<file path="src/rtl/cri_pkg.sv">
package cri_pkg;

  localparam logic [31:0] CMD_BEG_WR   = 32'h00;
  localparam logic [31:0] CMD_BEG_RD   = 32'h01;
  localparam logic [31:0] CMD_BEG_CLR  = 32'h02;
  localparam logic [31:0] CMD_END      = 32'h03;
  localparam logic [31:0] CMD_SET_OFF  = 32'h04;
  localparam logic [31:0] CMD_EXEC     = 32'h05;
  localparam logic [31:0] CMD_GET_BUSY = 32'h06;
  localparam logic [31:0] CMD_GET_STAT = 32'h07;
  localparam logic [31:0] CMD_GET_ID   = 32'h08;
  localparam logic [31:0] CMD_SET_ID   = 32'h09;
  localparam logic [31:0] CMD_GET_CNT  = 32'h0A;
  localparam logic [31:0] CMD_BEG_DUMY = 32'h0B;
  localparam logic [31:0] CMD_GET_BASE = 32'h0D;
  localparam logic [31:0] CMD_GET_LEN  = 32'h0E;
  localparam logic [31:0] CMD_GET_ATTR = 32'h0F;
  localparam logic [31:0] CMD_GET_TIME = 32'h10;

  localparam logic [7:0] OP_NONE   = 8'hFF;
  localparam logic [7:0] STAT_OK   = 8'h00;
  localparam logic [7:0] STAT_FAIL = 8'h03;

  typedef enum logic [3:0] {
    VS_NONE, VS_BUSY, VS_STATUS, VS_NEXTID, VS_COUNT,
    VS_BASE, VS_LEN, VS_ATTR, VS_TIMING
  } valSrc_e;

  typedef struct packed {
    valSrc_e    valSrc;
    logic       ldOffset;
    logic       ldId;
    logic       setStatus;
    logic [7:0] statusCode;
    logic       busyVal;
    logic       engFinish;
  } ctrlStrobes_t;

endpackage

</file>
<file path="src/rtl/cri_ctrl.sv">
module cri_ctrl
  import cri_pkg::*;
#(
  parameter logic [7:0] EXEC_KEY = 8'h9C
) (
  input  logic         clk,
  input  logic         rstN,
  input  logic         actWr,
  input  logic [31:0]  actCode,
  input  logic [7:0]   valLowByte,
  input  logic         engDone,
  output ctrlStrobes_t st,
  output logic         busy,
  output logic         engStart,
  output logic [7:0]   engOp,
  output logic [31:0]  actReg
);

  logic launch;
  logic latchOp;

  always_comb begin
    st = '0;
    st.valSrc = VS_NONE;
    st.busyVal = busy;
    st.engFinish = busy && engDone;
    launch = 1'b0;
    latchOp = 1'b0;
    if (actWr) begin
      case (actCode)
        CMD_BEG_WR, CMD_BEG_RD, CMD_BEG_CLR, CMD_END, CMD_BEG_DUMY: latchOp = 1'b1;
        CMD_SET_OFF:  st.ldOffset = 1'b1;
        CMD_SET_ID:   st.ldId = 1'b1;
        CMD_EXEC: begin
          if (valLowByte == EXEC_KEY && !busy) begin
            if (engOp == CMD_END[7:0] || engOp == CMD_BEG_DUMY[7:0]) begin
              st.setStatus = 1'b1;
              st.statusCode = STAT_OK;
            end else if (engOp == CMD_BEG_WR[7:0] || engOp == CMD_BEG_RD[7:0] ||
                         engOp == CMD_BEG_CLR[7:0]) begin
              launch = 1'b1;
            end else begin
              st.setStatus = 1'b1;
              st.statusCode = STAT_FAIL;
            end
          end
        end
        CMD_GET_BUSY: st.valSrc = VS_BUSY;
        CMD_GET_STAT: st.valSrc = VS_STATUS;
        CMD_GET_ID: begin
          st.valSrc = VS_NEXTID;
          st.setStatus = 1'b1;
          st.statusCode = STAT_OK;
        end
        CMD_GET_CNT:  st.valSrc = VS_COUNT;
        CMD_GET_BASE: st.valSrc = VS_BASE;
        CMD_GET_LEN:  st.valSrc = VS_LEN;
        CMD_GET_ATTR: st.valSrc = VS_ATTR;
        CMD_GET_TIME: st.valSrc = VS_TIMING;
        default: ;
      endcase
    end
  end

  always_ff @(posedge clk) begin
    if (!rstN) begin
      engOp    <= OP_NONE;
      busy     <= 1'b0;
      engStart <= 1'b0;
      actReg   <= '0;
    end else begin
      engStart <= launch;
      if (latchOp) engOp <= actCode[7:0];
      if (actWr) actReg <= actCode;
      if (launch) busy <= 1'b1;
      else if (engDone) busy <= 1'b0;
    end
  end

  AST_START_WITH_BUSY: assert property (@(posedge clk) disable iff (!rstN)
    engStart |-> busy);
  AST_START_ONE_CYCLE: assert property (@(posedge clk) disable iff (!rstN)
    engStart |=> !engStart);
  AST_NO_START_BUSY: assert property (@(posedge clk) disable iff (!rstN)
    engStart |-> !$past(busy));
  AST_DONE_CLEARS: assert property (@(posedge clk) disable iff (!rstN)
    (busy && engDone && !engStart) |=> !busy);
  AST_KEY_GATES: assert property (@(posedge clk) disable iff (!rstN)
    (actWr && actCode == CMD_EXEC && valLowByte != EXEC_KEY) |=> !engStart);

endmodule

</file>
<file path="src/rtl/cri_datapath.sv">
module cri_datapath
  import cri_pkg::*;
#(
  parameter int OFF_W = 32,
  parameter int CNT_W = 32,
  parameter int LEN_W = 32,
  parameter logic [31:0] TMAX_US = 32'd100,
  parameter logic [31:0] TMIN_US = 32'd10
) (
  input  logic         clk,
  input  logic         rstN,
  input  logic         valWr,
  input  logic         valUpper,
  input  logic         val64,
  input  logic [63:0]  wdata,
  input  ctrlStrobes_t st,
  input  logic [7:0]   engStatus,
  input  logic [CNT_W-1:0] recCount,
  input  logic [63:0]  logBase,
  input  logic [LEN_W-1:0] logLength,
  input  logic [63:0]  nextRecId,
  output logic [63:0]  value,
  output logic [OFF_W-1:0] recOffset,
  output logic [63:0]  recId,
  output logic [7:0]   status
);

  logic [7:0] statusNow;
  assign statusNow = st.engFinish ? engStatus : status;

  always_ff @(posedge clk) begin
    if (!rstN) begin
      value     <= '0;
      recOffset <= '0;
      recId     <= '0;
      status    <= STAT_OK;
    end else begin
      if (valWr) begin
        if (val64)         value <= wdata;
        else if (valUpper) value[63:32] <= wdata[31:0];
        else               value[31:0]  <= wdata[31:0];
      end else begin
        case (st.valSrc)
          VS_BUSY:   value <= {63'd0, st.busyVal};
          VS_STATUS: value <= {56'd0, statusNow};
          VS_NEXTID: value <= nextRecId;
          VS_COUNT:  value <= 64'(recCount);
          VS_BASE:   value <= logBase;
          VS_LEN:    value <= 64'(logLength);
          VS_ATTR:   value <= '0;
          VS_TIMING: value <= {TMAX_US, TMIN_US};
          default: ;
        endcase
      end
      if (st.ldOffset) recOffset <= value[OFF_W-1:0];
      if (st.ldId)     recId <= value;
      status <= st.setStatus ? st.statusCode : statusNow;
    end
  end

  AST_STATUS_FROM_ENGINE: assert property (@(posedge clk) disable iff (!rstN)
    (st.engFinish && !st.setStatus) |=> status == $past(engStatus));
  AST_ID_STABLE: assert property (@(posedge clk) disable iff (!rstN)
    !st.ldId |=> recId == $past(recId));

endmodule

</file>
<file path="src/rtl/cmdRegIf.sv">
module cmdRegIf
  import cri_pkg::*;
#(
  parameter int ADDR_W = 5,
  parameter int OFF_W  = 32,
  parameter int CNT_W  = 32,
  parameter int LEN_W  = 32,
  parameter logic [7:0] EXEC_KEY = 8'h9C,
  parameter logic [31:0] TMAX_US = 32'd100,
  parameter logic [31:0] TMIN_US = 32'd10
) (
  input  logic              clk,
  input  logic              rstN,
  input  logic              busWr,
  input  logic [ADDR_W-1:0] busAddr,
  input  logic              bus64,
  input  logic [63:0]       busWdata,
  output logic [63:0]       busRdata,
  output logic              engStart,
  output logic [7:0]        engOp,
  output logic [OFF_W-1:0]  engOffset,
  output logic [63:0]       engRecId,
  input  logic              engDone,
  input  logic [7:0]        engStatus,
  input  logic [CNT_W-1:0]  recCount,
  input  logic [63:0]       logBase,
  input  logic [LEN_W-1:0]  logLength,
  input  logic [63:0]       nextRecId,
  output logic              busy
);

  localparam int HI_W = ADDR_W - 4;

  ctrlStrobes_t st;
  logic [63:0]  value;
  logic [31:0]  actReg;
  logic [7:0]   status;
  logic         mapped, isVal, isUpper, actWr, valWr;

  assign mapped  = (busAddr[ADDR_W-1:4] == HI_W'(0)) && (busAddr[1:0] == 2'b00) &&
                   !(bus64 && busAddr[2]);
  assign isVal   = busAddr[3];
  assign isUpper = busAddr[2];
  assign actWr   = busWr && mapped && !isVal && !isUpper;
  assign valWr   = busWr && mapped && isVal;

  always_comb begin
    busRdata = '0;
    if (mapped) begin
      if (bus64)        busRdata = isVal ? value : {32'd0, actReg};
      else if (isVal)   busRdata = {32'd0, isUpper ? value[63:32] : value[31:0]};
      else if (!isUpper) busRdata = {32'd0, actReg};
    end
  end

  cri_ctrl #(.EXEC_KEY(EXEC_KEY)) uCtrl (
    .clk(clk), .rstN(rstN), .actWr(actWr), .actCode(busWdata[31:0]),
    .valLowByte(value[7:0]), .engDone(engDone), .st(st), .busy(busy),
    .engStart(engStart), .engOp(engOp), .actReg(actReg)
  );

  cri_datapath #(.OFF_W(OFF_W), .CNT_W(CNT_W), .LEN_W(LEN_W),
                 .TMAX_US(TMAX_US), .TMIN_US(TMIN_US)) uDp (
    .clk(clk), .rstN(rstN), .valWr(valWr), .valUpper(isUpper), .val64(bus64),
    .wdata(busWdata), .st(st), .engStatus(engStatus), .recCount(recCount),
    .logBase(logBase), .logLength(logLength), .nextRecId(nextRecId),
    .value(value), .recOffset(engOffset), .recId(engRecId), .status(status)
  );

  AST_UNMAPPED_ZERO: assert property (@(posedge clk) disable iff (!rstN)
    !mapped |-> busRdata == 64'd0);

endmodule

</file>
<file path="config.mk">
export PLATFORM = sky130hd
export DESIGN_NAME = cmdRegIf
export DESIGN_NICKNAME = d
export VERILOG_FILES = /design/src/rtl/cri_pkg.sv /design/src/rtl/cri_ctrl.sv /design/src/rtl/cri_datapath.sv /design/src/rtl/cmdRegIf.sv
export SDC_FILE = /design/constraint.sdc
export NUM_CORES = 1
export LEC_CHECK = 0
export BUFFER_PORTS_ARGS = -buffer_cell sky130_fd_sc_hd__buf_2
export CAP_MARGIN = 20
export CORE_AREA = 2 2 175 177
export DETAILED_ROUTE_END_ITERATION = 10
export DIE_AREA = 0 0 177 179
export PLACE_DENSITY_LB_ADDON = 0.15
export SLEW_MARGIN = 20
export SYNTH_ARGS = -nofsm -noshare
export SYNTH_HDL_FRONTEND = slang
export SYNTH_SLANG_ARGS = --single-unit
</file>
<file path="constraint.sdc">
create_clock -name clk -period 2.6 [get_ports clk]
set_input_delay 0.65 -clock clk [delete_from_list [all_inputs] [get_ports clk]]
set_output_delay 0.65 -clock clk [all_outputs]
set_load 0.01 [all_outputs]
</file>
* Word level (Yosys, flattened, before mapping)
Cells that the tools add are included.
Operators by class: bitwise gates (word level) 1, reductions and logical operators 24, equality and inequality tests 30, multiplexer cells 30
Operators by type and width (number):
- 64-bit one-hot mux with 8 select lines | 1
- 64-bit two-way mux | 5
- 32-bit by 4-bit equality test with 1-bit output (second input constant) | 7
- 32-bit two-way mux | 5
- 32-bit by 3-bit equality test with 1-bit output (second input constant) | 4
- 32-bit by 2-bit equality test with 1-bit output (second input constant) | 2
- 32-bit by 1-bit equality test with 1-bit output (second input constant) | 1
- 32-bit by 5-bit equality test with 1-bit output (second input constant) | 1
- 32-bit logical NOT | 1
- 4-bit one-hot mux with 8 select lines | 1
- 9-bit two-way mux | 3
- 9-bit one-hot mux with 2 select lines | 1
- 4-bit by 3-bit equality test with 1-bit output (second input constant) | 4
- 8-bit by 2-bit equality test with 1-bit output (second input constant) | 2
- 8-bit two-way mux | 2
- 15-bit two-way mux | 1
- 1-bit two-way mux | 11
- 1-bit logical AND | 9
- 9-bit nonzero test | 1
- 4-bit by 2-bit equality test with 1-bit output (second input constant) | 2
- 8-bit by 1-bit equality test with 1-bit output (second input constant) | 1
- 8-bit by 4-bit equality test with 1-bit output (second input constant) | 1
- 8-bit equality test (second input constant) | 1
- 8-bit logical NOT | 1
- other kinds (10) | 17
Storage, ports and cells: register bits after elaboration 210, input port bits 274

* Logic depth before layout (Yosys ltp)
depth in word-level cells 11, gate-level depth with buffers 9

* By module
Synthesis repeated with hierarchy kept, for this count alone.
Unflattened totals: cells, all modules 1267, area, all modules 11368.4 um^2
By module, submodules not included:
- cri_datapath | cells each 864, instances 1, seq. area each 3363.2 um^2, area each 8276.7 um^2
- cri_ctrl | cells each 206, instances 1, seq. area each 840.8 um^2, area each 1899.3 um^2
- cmdRegIf | cells each 197, instances 1, seq. area each 0.0 um^2, area each 1192.4 um^2

* Least setup slack after synthesis
OpenSTA, ideal clock, no wires.
path kind input -> output, start in bus64, end out busRdata[10], arrival 2.133 ns, cell stages on the path 7, data required time 1.950 ns, buffers on the path 3, setup slack -0.183 ns, cell sequence buf_2 > nor2b_1 > clkbuf_1 > buf_1 > mux2_2 > a22oi_1 > nor2_1
Between the ends: word-level cells in the longest chain between the ends 4, elaborated cells on any way between the ends 5, classes of those cells 2 x mux; 3 x reduce/logical
Ends and longest elaborated chain:
- start: declaration | RTL line cmdRegIf.sv:16 | input logic bus64,
- 1-bit logical AND | RTL line cmdRegIf.sv:41 | !(bus64 && busAddr[2]);
- 1-bit logical NOT | RTL line cmdRegIf.sv:41
- 1-bit logical AND | RTL line cmdRegIf.sv:40 | assign mapped = (busAddr[ADDR_W-1:4] == HI_W'(0)) && (busAddr[1:0] == 2'b00) &&
- 64-bit two-way mux * | RTL line cmdRegIf.sv:49 | if (mapped) begin
- end: declaration | RTL line cmdRegIf.sv:18 | output logic [63:0] busRdata,
Every way passes the cells marked *; elsewhere a longest branch is shown, timed or not.

* Final worst setup path
start in bus64, end out busRdata[2]
The elaborated chain is that of the path after synthesis.

==> run_results.csv <==
group,metric,value,unit
setup_path,worstPathMaxFanout,5,
sta,tightest_slew,0.519,ns
setup_path,setup.worst_path.start,"bus64",
sta,finClkSkew,0.0100,ns
floorplan,die_h,179,µm
logic_synthesis,yosysWarningCount,0,
clocking,cts.sink_count,210,
sta,fmax,373,MHz
global_routing,gr-usage-met2,47.9,%
clocking,cts_root_buf,"clkbuf_16",
layout,fin_nets,2101,
clocking,clock_path_buffers,3,
setup_path,critical_path_class,"in -> out",
global_routing,grt-ovfl-total,0,
floorplan,core,30000,µm²
floorplan,initial_utilization,36.0,%
floorplan,dieArea,31700,µm²
global_routing,met3_usage,5.83,%
sta,hold_viol,0,
min_path,hold_class,"in -> reg",
sta,setup_viol,26,
logic_synthesis,ys_ff_latch,210,
layout,drive_gt1_share,39.9,%
setup_path,crit_arrival,2.03,ns
route,drt_iter0_drc,896,
place,place_congestion,0.915,
setup_path,cpMaxStageDelayCell,"mux2_2",
route,num_vias,11948,
clocking,numCtsBuffers,25,
global_routing,antenna_found_initial,4,
route,vias_per_cell,5.32,
setup_path,ff2ff_setup_slack,0.55,ns
logic_synthesis,synth_flop_cell,"dfxtp_1",
clocking,cts_tree,"built",
setup_path,worstSetupStartpointType,"primary input",
setup_path,reg2reg_depth,7,
clocking,cts.clk_slew.worst_paths,0.06,ns
layout,multi_input_area,6460,µm²
layout,regArea,4200,µm²
route,wire_per_inst,21.5,µm
setup_path,crit_buf_inv,5,
sta,finalSetupTns,-1.06,ns
setup_path,r2r_start,"uCtrl.engOp[4]",
run,max-cap-violations,0,
global_routing,grtUsageMet1,37.5,%
floorplan,placementRows,64,
outcome,status,"complete, but fails checks",
place,portBuffers,443,
global_routing,grt_max_degree,74,
setup_path,endpoint,"busRdata[2]",
floorplan,fp.dieW,177,µm
route,drc,0,
setup_path,required,1.95,ns
logic_synthesis,syn_nets,1600,
place,dp_slack,-0.295,ns
power,p_total,7.60,mW
logic_synthesis,ys_seq_area_share,38.9,%
sta,finalCriticalPeriod,2.68,ns
setup_path,crit_chain,"buf_8 -> buf_6 -> nor2b_4 -> buf_12 -> clkbuf_16 -> mux2_2 -> a22oi_2 -> nor2_1 -> buf_2",
power,ir_drop,440,µV
setup_path,worst-path-stages,9,
route,drt_first_pass_iters,5,
global_routing,grt_pass1_wl,69700,µm
clocking,h-tree-depth,1,
logic_synthesis,netlist_instances,1326,
global_routing,grt_busiest_layer,"met2",
logic_synthesis,synthArstFlopShare,0,%
logic_synthesis,syn_area_per_cell,8.15,µm²
sta,fin_crit_sh,103,%
setup_path,end_kind,"output pin",
outcome,violations,"negative setup slack",
route,routed_wl,48300,µm
layout,fillers,2961,
sta,final-max-slew-violation-count,0,
global_routing,grt_usage,29.1,%
place,hpwl,36000,µm
sta,rsz0062_at_grt,"yes",
clocking,clk_latency,0.54,ns
logic_synthesis,syn_area,10800,µm²
power,power_density,481,nW/µm²
route,ant_nets,0,
setup_path,rr_endpoint,"uCtrl.busy",
setup_path,slowest_delay,0.33,ns
sta,setup_ws,-0.0788,ns
layout,syn_to_final_growth,46.3,%
floorplan,ios,444,
logic_synthesis,synth_cell_types,63,
power,power_leakage,6.87,nW
global_routing,first_global_vias,11561,
logic_synthesis,synth_edf_count,0,
sta,slew_headroom,65.2,%
setup_path,cpLargestDelayFamily,"buffers and inverters",
[report_power, final]
part | switching [mW] | internal, mW
Clock | 1.45 | 2.06
Sequential | 0.0241 | 3.24
Combinational | 0.408 | 0.414
[cells by family after synthesis]
kind of cell           synth area share [%]
flip-flops                             38.9
multiplexers                           10.4
buffers and inverters                  4.71
AO/OA/AOI/OAI                          26.2
AND/OR/NAND/NOR                        19.8
[layer usage]
layer | vias up | part of all wire [%] | routed length, µm
met5 | - | 0 | 0
met4 | 0 | 3.8 | 1810
met3 | 88 | 7.6 | 3650
met2 | 500 | 46 | 22400
met1 | 5638 | 42 | 20500
li1 | 5722 | - | -
[worst register-to-register path: cells and delay by family, from the launching register on]
family / cells / cell delay (ns)
buffers and inverters: 2 / 0.38
and+or+nand+nor: 3 / 0.82
AOI/OAI and AO/OA: 2 / 0.50
DFF: 1 / 0.32
[synth_stat cells (all sizes together) (3+ instances only)]
cell type,count,area (µm²)
o221ai,3,43.8
a221o,7,70.1
nand4b,3,26.3
a31oi,26,163
and2,34,213
a221oi,28,245
mux2i,74,741
nand2,291,1090
o21ai,72,360
a21oi,53,265
a22oi,56,420
or4,3,22.5
and3,4,25.0
or3,3,18.8
a21boi,128,961
o21a,12,90.1
nor2,100,385
buf,40,216
nand4,3,25.0
nand3,10,50.1
dfxtp,210,4200
clkbuf,76,285
nor2b,3,18.8
nor3,7,40.0
mux2,34,383
nor4,10,118
a2111oi,3,26.3
a2bb2oi,5,43.8
[cell usage in the layout, fill, tap and decap left out, types with 5 or more instances in the layout]
cell type	instances
a21boi_0	117
a21boi_1	11
a21oi_1	53
a221o_1	7
a221oi_1	28
a22oi_1	24
a22oi_2	32
a2bb2oi_1	5
a31oi_1	26
and2_1	33
buf_12	31
buf_2	438
buf_4	113
clkbuf_1	5
clkbuf_16	27
clkinv_2	8
dfxtp_1	210
diode_2	6
mux2_4	31
mux2i_1	74
nand2_1	289
nand3_1	7
nor2_1	87
nor2_2	9
nor3_1	5
o21a_1	12
o21ai_0	37
o21ai_1	35
[through the flow]
stage	instance area (µm²)	cells	utilization, %	hold WS (ns)
final	15800	2247	52.6	0.377
after CTS	15600	2238	52.0	0.349
after detailed placement	14500	2188	48.2	0.443
after floorplan	10800	1326	-	0.444
after global placement	14500	2188	48.2	0.435
after global routing	15800	2244	52.6	0.377
[final cells by class]
class                   instances  share of cell area (%)
repair buffers                590                    24.1
clock buffers                  33                    4.34
diodes                          6                  0.0950
clock inverters                12                   0.816
inverters                       2                  0.0475
multi-input cells             998                    40.9
flip-flops and latches        210                    26.6
well taps                     396                    3.14
[registers in the layout, indices dropped and copies added (netlist names)]
name / cells
uDp.recId: 64
uDp.value: 64
uCtrl.actReg: 32
uDp.recOffset: 32
uCtrl.engOp: 8
uDp.status: 8
uCtrl.busy: 1
uCtrl.engStart: 1
[worst min path at each step]
stage                         start              end  slack (ns)  cells past startpoint
floorplan           uCtrl.actReg[0]  uCtrl.actReg[0]        0.44                      2
global placement      uDp.recId[63]    uDp.recId[63]        0.44                      2
detailed placement    uDp.recId[23]    uDp.recId[23]        0.44                      2
CTS                   nextRecId[38]    uDp.value[38]        0.35                      3
global route          nextRecId[38]    uDp.value[38]        0.38                      3
finish                nextRecId[38]    uDp.value[38]        0.38                      3
[timing repair]
action,4_1_cts,5_1_grt
gates resized for setup,51,37
endpoints found under the setup margin,64,64
buffers inserted,3,3
hold buffers,0,0
cloned,2,2
pin swaps,14,24
Power figures use the tool's default switching activity.
